`src/rtl/flash_sr_pkg.sv`:
```
package flash_sr_pkg;
  localparam logic [7:0] OP_WEN_SET = 8'h06;
  localparam logic [7:0] OP_WEN_CLR = 8'h04;
  localparam logic [7:0] OP_SR_READ = 8'h05;
  localparam logic [7:0] OP_SR_LOAD = 8'h01;

  localparam int BIT_LOCK = 7;
  localparam int BIT_LVL_HI = 3;
  localparam int BIT_LVL_LO = 2;
  localparam int BIT_WEN = 1;
  localparam int BIT_BUSY = 0;

  typedef struct packed {
    logic       lock;
    logic [1:0] lvl;
    logic       wen;
    logic       busy;
  } sr_state_t;

  function automatic logic [7:0] pack_sr(input sr_state_t s);
    logic [7:0] b;
    b = 8'h00;
    b[BIT_LOCK] = s.lock;
    b[BIT_LVL_HI:BIT_LVL_LO] = s.lvl;
    b[BIT_WEN] = s.wen;
    b[BIT_BUSY] = s.busy;
    return b;
  endfunction
endpackage

```
`src/rtl/sr_wp_sync.sv`:
```
module sr_wp_sync #(
  parameter int STAGES = 2
) (
  input  logic clk,
  input  logic rst,
  input  logic pin_n,
  output logic level
);
  logic [STAGES-1:0] chain;

  generate
    for (genvar g = 0; g < STAGES; g++) begin : g_stage
      if (g == 0) begin : g_first
        always_ff @(posedge clk) begin
          if (rst) chain[0] <= 1'b1;
          else     chain[0] <= pin_n;
        end
      end else begin : g_next
        always_ff @(posedge clk) begin
          if (rst) chain[g] <= 1'b1;
          else     chain[g] <= chain[g-1];
        end
      end
    end
  endgenerate

  assign level = chain[STAGES-1];
endmodule

```
`src/rtl/sr_prot_map.sv`:
```
module sr_prot_map #(
  parameter int ADDR_W = 17,
  parameter int BLK_W  = 16
) (
  input  logic [1:0]        lvl,
  input  logic [ADDR_W-1:0] addr,
  output logic              prot
);
  localparam int TOP_W = ADDR_W - BLK_W;

  logic [TOP_W-1:0] blk_idx;
  logic             in_top_blk;

  assign blk_idx    = addr[ADDR_W-1:BLK_W];
  assign in_top_blk = &blk_idx;

  always_comb begin
    case (lvl)
      2'd0:    prot = 1'b0;
      2'd1:    prot = in_top_blk;
      default: prot = 1'b1;
    endcase
  end
endmodule

```
`src/rtl/sr_wr_timer.sv`:
```
module sr_wr_timer #(
  parameter int CYC = 64
) (
  input  logic       clk,
  input  logic       rst,
  input  logic       start,
  input  logic [7:0] din,
  output logic       active,
  output logic       commit,
  output logic [7:0] dout
);
  localparam int CNT_W = $clog2(CYC + 1);
  localparam logic [CNT_W-1:0] CNT_LOAD = CNT_W'(CYC);
  localparam logic [CNT_W-1:0] CNT_ONE  = CNT_W'(1);

  logic [CNT_W-1:0] cnt;

  assign commit = active && (cnt == CNT_ONE);

  always_ff @(posedge clk) begin
    if (rst) begin
      active <= 1'b0;
      cnt    <= '0;
      dout   <= 8'h00;
    end else if (start && !active) begin
      active <= 1'b1;
      cnt    <= CNT_LOAD;
      dout   <= din;
    end else if (active) begin
      if (cnt == CNT_ONE) active <= 1'b0;
      cnt <= cnt - CNT_ONE;
    end
  end

  AST_TIMER_BOUND: assert property (@(posedge clk) disable iff (rst)
    active |-> (cnt >= CNT_ONE && cnt <= CNT_LOAD));
  AST_TIMER_DATA_HELD: assert property (@(posedge clk) disable iff (rst)
    (active && $past(active)) |-> $stable(dout));
endmodule

```
`src/rtl/flash_sr_guard.sv`:
```
module flash_sr_guard
  import flash_sr_pkg::*;
#(
  parameter int ADDR_W      = 17,
  parameter int BLK_W       = 16,
  parameter int WRSR_CYC    = 64,
  parameter int SYNC_STAGES = 2
) (
  input  logic              clk,
  input  logic              rst,
  input  logic              cmd_valid,
  input  logic [7:0]        cmd_op,
  input  logic [7:0]        cmd_data,
  input  logic              wp_n,
  input  logic              pe_req,
  input  logic [ADDR_W-1:0] pe_addr,
  input  logic              pe_busy,
  input  logic              pe_done,
  input  logic [ADDR_W-1:0] chk_addr,
  output logic [7:0]        status_byte,
  output logic              pe_grant,
  output logic              pe_deny,
  output logic              chk_prot
);
  logic       lock_q;
  logic [1:0] lvl_q;
  logic       wen_q;
  logic       op_active_q;
  logic       busy_q;
  logic       wp_lvl;
  logic       req_prot;
  logic       chk_p;
  logic       wr_active;
  logic       wr_commit;
  logic [7:0] wr_data;
  logic       wip;
  logic       wr_lock;
  logic       is_wen_set, is_wen_clr, wr_try, wr_start, wr_refuse;
  logic       pe_try, pe_ok, pe_bad;
  sr_state_t  st;

  sr_wp_sync #(.STAGES(SYNC_STAGES)) u_sync (
    .clk(clk), .rst(rst), .pin_n(wp_n), .level(wp_lvl));

  sr_prot_map #(.ADDR_W(ADDR_W), .BLK_W(BLK_W)) u_map_req (
    .lvl(lvl_q), .addr(pe_addr), .prot(req_prot));

  sr_prot_map #(.ADDR_W(ADDR_W), .BLK_W(BLK_W)) u_map_chk (
    .lvl(lvl_q), .addr(chk_addr), .prot(chk_p));

  sr_wr_timer #(.CYC(WRSR_CYC)) u_timer (
    .clk(clk), .rst(rst), .start(wr_start), .din(cmd_data),
    .active(wr_active), .commit(wr_commit), .dout(wr_data));

  assign wip        = op_active_q | busy_q | wr_active;
  assign wr_lock    = lock_q & ~wp_lvl;
  assign is_wen_set = cmd_valid && (cmd_op == OP_WEN_SET);
  assign is_wen_clr = cmd_valid && (cmd_op == OP_WEN_CLR);
  assign wr_try     = cmd_valid && (cmd_op == OP_SR_LOAD) && !wip;
  assign wr_start   = wr_try && wen_q && !wr_lock;
  assign wr_refuse  = wr_try && !wr_start;
  assign pe_try     = pe_req && !wip && !wr_try;
  assign pe_ok      = pe_try && wen_q && !req_prot;
  assign pe_bad     = pe_try && !pe_ok;

  always_ff @(posedge clk) begin
    if (rst) begin
      lock_q      <= 1'b0;
      lvl_q       <= 2'b00;
      wen_q       <= 1'b0;
      op_active_q <= 1'b0;
      busy_q      <= 1'b0;
      pe_grant    <= 1'b0;
      pe_deny     <= 1'b0;
      chk_prot    <= 1'b0;
    end else begin
      busy_q   <= pe_busy;
      pe_grant <= pe_ok;
      pe_deny  <= pe_bad;
      chk_prot <= chk_p;
      if (pe_ok)        op_active_q <= 1'b1;
      else if (pe_done) op_active_q <= 1'b0;
      if (wr_commit) begin
        lock_q <= wr_data[BIT_LOCK];
        lvl_q  <= wr_data[BIT_LVL_HI:BIT_LVL_LO];
      end
      if (is_wen_set)
        wen_q <= 1'b1;
      else if (is_wen_clr || wr_commit || pe_done || wr_refuse || pe_bad)
        wen_q <= 1'b0;
    end
  end

  always_comb begin
    st.lock = lock_q;
    st.lvl  = lvl_q;
    st.wen  = wen_q;
    st.busy = wip;
    status_byte = pack_sr(st);
  end

  AST_GRANT_NEEDS_WEN: assert property (@(posedge clk) disable iff (rst)
    pe_grant |-> ($past(wen_q) && !$past(wip)));
  AST_GRANT_UNPROT: assert property (@(posedge clk) disable iff (rst)
    pe_grant |-> !$past(req_prot));
  AST_WIP_BLOCKS_PE: assert property (@(posedge clk) disable iff (rst)
    wip |=> (!pe_grant && !pe_deny));
  AST_HW_LOCK: assert property (@(posedge clk) disable iff (rst)
    $rose(wr_active) |-> !$past(wr_lock));
  AST_SR_HOLD: assert property (@(posedge clk) disable iff (rst)
    !$past(wr_commit) |-> $stable({lock_q, lvl_q}));
  AST_DONE_CLR: assert property (@(posedge clk) disable iff (rst)
    (pe_done && !is_wen_set) |=> !wen_q);
  AST_PULSE_EXCL: assert property (@(posedge clk) disable iff (rst)
    $onehot0({pe_grant, pe_deny}));
endmodule

```
`config.mk`:
```
export PLATFORM = sky130hd
export DESIGN_NAME = flash_sr_guard
export DESIGN_NICKNAME = d
export VERILOG_FILES = /design/src/rtl/flash_sr_pkg.sv /design/src/rtl/sr_wp_sync.sv /design/src/rtl/sr_prot_map.sv /design/src/rtl/sr_wr_timer.sv /design/src/rtl/flash_sr_guard.sv
export SDC_FILE = /design/constraint.sdc
export NUM_CORES = 1
export LEC_CHECK = 0
export ABC_AREA = 0
export BUFFER_PORTS_ARGS = -buffer_cell sky130_fd_sc_hd__buf_2
export CORE_AREA = 2 2 52 54
export DETAILED_ROUTE_END_ITERATION = 8
export DIE_AREA = 0 0 54 56
export PLACE_DENSITY = 0.79
export SLEW_MARGIN = 20
export SYNTH_ARGS = -nofsm -noshare
export SYNTH_HDL_FRONTEND = slang
export SYNTH_SLANG_ARGS = --single-unit
```
`constraint.sdc`:
```
create_clock -name clk -period 3.8 [get_ports clk]
set_clock_uncertainty 0.2 [all_clocks]
set_input_delay 0.57 -clock clk [delete_from_list [all_inputs] [get_ports clk]]
set_output_delay 0.57 -clock clk [all_outputs]
set_load 0.01 [all_outputs]
```
==> metrics.txt, run 1 <==
P per Cell Area 372 nW/µm²; n_diodes 0; Most flops, register u_timer.cnt; worst reg2reg path depth 5; Ports 68; #FFs+latches synth 22; crit-path cells buf_2, or4_4, or4_4, nor2_4, a2111oi_0; most frequent CP cell or4_4; TNS Setup 0 ns; CP Data Arrival Time 2.09 ns; R2R setup slack 1.79 ns; hold_sp wp_n; Cell Area, Synth 1000 µm²; fin crit share 0.552; biggest registers after layout u_timer.cnt (7), u_timer.dout (3), lvl_q (2); Synth top cells by count dfxtp_1, nor2_1, nor3_1; max-cap violations 0; # resized after CTS 0; Placeable Area 2430 µm²; Critical R2R Capture u_timer.cnt[1]; vias in the first global route 721; I/O Buffers 27; RSZ-0062 raised after global routing no; clock latency reported for the late side of the worst-skew pair 0.31 ns; Synth top area share 0.440; CTS tree yes; crit path launch type primary input; Tmin final 2.10 ns; Syn Area/Cell 9.27 µm²; DRT antenna net count 0; Starting Density 0.412; total global routing track utilization 0.135; clock tree buffer depth 2; Root Buffer clkbuf_4; initial antenna violation count 0; Worst EP required 3.79 ns; Critical R2R Launch u_timer.active; Max stage delay on crit path 0.58 ns; gr ovfl total 0; ys async rst share 0; CTS clk-pin slew, worst paths 0.13 ns; worst-path cell with the longest stage delay or4_4; Fin. Hold Viols 0; WHS Endpoint u_sync.chain[0]; Die W 54 µm; max_slew headroom 0.519; Cells after Synth 108; Area growth syn-to-layout 17.5%; max reg flops 7; worst vdd ir 0.183 mV; Finished Layout Cells 162; top cell family by delay on the critical path simple AND/OR/NAND/NOR gates; final setup fails 0; vias 843; die area 3020 µm²; Post-DP HPWL 1.43 mm; Total Wirelength 1.92 mm; Slew Limit Fails 0; CP max FO 6; CTS Hold Bufs 0; count leader, synth dfxtp_1; final hold slack 0.224 ns; main flop type after synthesis dfxtp_1; DR WL/cell 11.9 µm; outcome finished clean; yosys warns 0; Crit Path Category primary input to flip-flop; Hold WC Path Type primary input to flip-flop; CP endpoint kind flip-flop; largest net degree at the start of global routing 23; Least-Margin Pin Slew 0.714 ns; CTS Buf Count 3; DRC viols 0; Hold Crit Depth 2; Critical path buffers and inverters 1; crit path launch cmd_op[3]; Net count, final 192; H-tree depth 1; share of layout cells above drive strength 1 0.311; setup bufs post-CTS 0; Leakage 0.000481 µW; routed via count divided by cell count 5.20; Placed Cells 158; Post-synth EDFFs 0; DR pass1 iterations 4; DRT iter0 DRCs 18; clk sinks 22; largest area contributor in the netlist dfxtp_1; synth unique cells 34; first-pass GRT wire length 3.02 mm; register area share after synthesis 0.440; top post-synthesis cells by area dfxtp_1, nor3_1, buf_4; fmax 0.477 GHz; GP Congestion 0.792; Die Y 56 µm; row cnt 18
-- how the worst max path moves through the flow --
stage | cells past startpoint | to | slack [ns]
3_5_place_dp | 5 | u_timer.cnt[1] | 1.37
4_1_cts | 5 | u_timer.cnt[1] | 1.70
2_1_floorplan | 4 | u_timer.dout[2] | 1.56
5_1_grt | 3 | status_byte[0] | 1.61
3_3_place_gp | 5 | u_timer.cnt[1] | 1.39
6_report | 5 | u_timer.cnt[1] | 1.70
-- where the power goes --
part	switching [µW]	leakage, µW	total (µW)	internal [µW]
sequential	0.549	0.000178	233	233
clock	72.3	0.0000279	179	107
combinational	13.5	0.000275	25.0	11.5
-- cell families (layout without fill, tap and decap cells) --
group | Yosys count | after routing | synth area share
buffers and inverters | 13 | 35 | 0.0725
other | 1 | 3 | 0.00375
multiplexers | 3 | 3 | 0.0300
flip-flops | 22 | 22 | 0.440
AO/OA/AOI/OAI | 17 | 17 | 0.107
AND/OR/NAND/NOR | 45 | 45 | 0.278
adder cells (fa/ha/maj) | 2 | 2 | 0.0250
XOR/XNOR | 5 | 5 | 0.0438
-- cell type report --
type	instances	area [µm²]
clock buffers	3	22.5
inverters	4	15.0
clock inverters	1	30.0
flip-flops and latches	22	440
fillers	231	1260
repair buffers	27	135
well taps	30	37.5
multi-input cells	75	495
-- worst register-to-register path: cells and delay by family, from the launching register on --
kind                   cells  cell delay [ns]
buffers and inverters      1             0.14
flip-flops                 1             0.40
AO/OA/AOI/OAI              1             0.09
AND/OR/NAND/NOR            3             1.05
-- layout by cell type, fill, tap and decap left out, types with 2 or more instances in the layout --
master     n
nor2_1     9
o21ai_0    4
nor4_1     3
xor2_1     2
ha_1       2
a211oi_1   3
or3b_2     2
nand3_1    3
mux2i_1    3
nand2_1    5
or4_4      2
nand2b_1   2
xnor2_1    3
clkbuf_4   3
or2_2      2
a21oi_1    5
inv_1      4
conb_1     3
nor3_1     9
dfxtp_1   22
buf_2     27
a21o_1     2
-- layer usage --
layer	up-vias	wire length, µm	track usage
met5	-	0	0
met1	387	819	0.142
met3	4	133	0.0323
li1	424	-	-
met2	28	930	0.232
met4	0	38	0.0821
-- stage by stage --
step	util	area [µm²]	setup WS, ns	power, µW
finish	0.484	1180	1.70	437
global route	0.484	1180	1.61	452
CTS	0.484	1180	1.70	438
detailed placement	0.462	1120	1.37	263
global placement	0.462	1120	1.39	262
floorplan	-	1010	1.56	254
Note: power is estimated with default switching activity, not from simulation.
==> run 2: changes to the inputs <==
--- a/config.mk
+++ b/config.mk
@@ -7,10 +7,10 @@
 export LEC_CHECK = 0
 export ABC_AREA = 0
 export BUFFER_PORTS_ARGS = -buffer_cell sky130_fd_sc_hd__buf_2
-export CORE_AREA = 2 2 52 54
+export CORE_AREA = 2 2 54 56
 export DETAILED_ROUTE_END_ITERATION = 8
-export DIE_AREA = 0 0 54 56
-export PLACE_DENSITY = 0.79
+export DIE_AREA = 0 0 56 58
+export PLACE_DENSITY = 0.74
 export SLEW_MARGIN = 20
 export SYNTH_ARGS = -nofsm -noshare
 export SYNTH_HDL_FRONTEND = slang
==> constraint.sdc (replaced) <==
create_clock -name clk -period 2.15 [get_ports clk]
set_clock_uncertainty 0.2 [all_clocks]
set_input_delay 0.3225 -clock clk [delete_from_list [all_inputs] [get_ports clk]]
set_output_delay 0.3225 -clock clk [all_outputs]
set_load 0.01 [all_outputs]
==> metrics.txt, run 2 (synthesis gave the netlist of run 1 again) <==
total global routing track utilization 0.130 (-0.00539); P per Cell Area 569 nW/µm² (+53%); DRC viols 0 (unchanged); WHS Endpoint busy_q; Die W 56 µm (+3.7%); CTS tree yes; clock latency reported for the late side of the worst-skew pair 0.30 ns (about the same); worst reg2reg path depth 5 (unchanged); Max stage delay on crit path 0.59 ns (about the same); Hold WC Path Type primary input to flip-flop; Die Y 58 µm (+3.6%); DRT iter0 DRCs 10 (-8); fmax 0.501 GHz; die area 3250 µm² (+7.4%); worst-path cell with the longest stage delay or4_4; Area growth syn-to-layout 19.2%; CTS clk-pin slew, worst paths 0.12 ns (about the same); total power draw 680 µW (+55%); n_diodes 0 (unchanged); DR WL/cell 11.5 µm (-3.2%); GP Congestion 0.776 (-2.1%); Post-DP HPWL 1.50 mm (+4.4%); crit-path cells nor3_1, inv_1, or4_4, nor2_4, a2111oi_0; share of layout cells above drive strength 1 0.324 (+0.0129); Most flops, register u_timer.cnt; clock tree buffer depth 2 (unchanged); first-pass GRT wire length 3.42 mm (+13%); design area 1190 µm² (+1.5%); Fin. Hold Viols 0 (unchanged); Net count, final 196 (+2.1%); Tmin final 1.99 ns; Area after DPL 1150 µm² (+2.1%); fin crit share 0.928; Critical R2R Capture u_timer.cnt[1]; CP endpoint kind flip-flop; commonest non-fill, non-tap cell in the layout buf_2; Starting Density 0.376 (-0.0356); most frequent cells in the layout buf_2, dfxtp_1, nor3_1, nor2_1; # resized after CTS 0 (unchanged); max reg flops 7 (unchanged); clk sinks 22 (unchanged); top cell family by delay on the critical path simple AND/OR/NAND/NOR gates; Critical path buffers and inverters 1 (unchanged); vias 827 (-1.9%); Placeable Area 2660 µm² (+9.5%); hold_sp pe_busy; vias in the first global route 854 (+18%); Placed Cells 162 (+2.5%); final setup fails 0 (unchanged); CP Data Arrival Time 1.97 ns (-0.12 ns); worst vdd ir 0.279 mV (+52%); Worst EP required 2.13 ns (-1.66 ns); biggest registers after layout u_timer.cnt (7), u_timer.dout (3), lvl_q (2); Crit Path Category flip-flop to flip-flop; fin util 0.448 (-0.0352); Finished Layout Cells 167 (+3.1%); Slew Limit Fails 0 (unchanged); CP max FO 8 (+2); Leakage 0.000492 µW (+2.3%); setup bufs post-CTS 0 (unchanged); largest net degree at the start of global routing 23 (unchanged); Total Wirelength 1.92 mm (-0.21%); H-tree depth 1 (unchanged); Hold Crit Depth 2 (unchanged); Root Buffer clkbuf_4; I/O Buffers 27 (unchanged); DR pass1 iterations 4 (unchanged); row cnt 19 (+1); DRT antenna net count 0 (unchanged); max-cap violations 0 (unchanged); Ports 68 (unchanged); R2R setup slack 0.16 ns (-1.63 ns); final hold slack 0.0248 ns (-0.200 ns); Critical R2R Launch u_timer.active; RSZ-0062 raised after global routing no; CTS Buf Count 3 (unchanged); outcome finished clean; crit path launch type flip-flop; gr ovfl total 0 (unchanged); initial antenna violation count 0 (unchanged); routed via count divided by cell count 4.95 (-4.8%)
[run 2: cell type report]
class / count / area [µm²]
Fill cell: 263 / 1470
Timing Repair Buffer: 31 / 168
Tap cell: 31 / 38.8
Inverter: 4 / 15.0
Sequential cell: 22 / 440
Clock buffer: 4 / 36.3
Multi-Input combinational cell: 75 / 495
[run 2: worst max path at each step]
stage | endpoint | slack, ns | startpoint | depth (start not counted)
after floorplan | u_timer.dout[2] | 0.16 | cmd_op[3] | 4
after global placement | u_timer.cnt[1] | 0.00008 | cmd_op[3] | 5
after detailed placement | u_timer.cnt[1] | -0.02 | cmd_op[3] | 5
after CTS | u_timer.cnt[1] | 0.14 | u_timer.active | 5
after global routing | u_timer.dout[7] | 0.05 | u_timer.active | 5
final | u_timer.cnt[1] | 0.16 | u_timer.active | 5
[run 2: what timing repair did]
action,4_1_cts,5_1_grt
endpoints found under the hold margin,1,0
endpoints found under the setup margin,0,0
hold buffers,1,0
[run 2: stage by stage]
stage	worst slack [ns]	setup TNS, ns
2_1_floorplan	0.156	0
4_1_cts	0.143	0
3_5_place_dp	-0.0176	-0.0204
6_report	0.156	0
3_3_place_gp	0.0000814	0
5_1_grt	0.0505	0
[run 2: where the power goes]
group | switching (µW) | total (µW) | internal, µW
logic | 24.5 | 46.7 | 22.2
registers | 0.872 | 412 | 411
clock network | 118 | 221 | 103
[run 2: per-layer routing]
layer | wire length, µm | global-route usage
met5 | 0 | 0
met4 | 8 | 0.0646
met3 | 92 | 0.0313
met2 | 942 | 0.232
met1 | 874 | 0.144
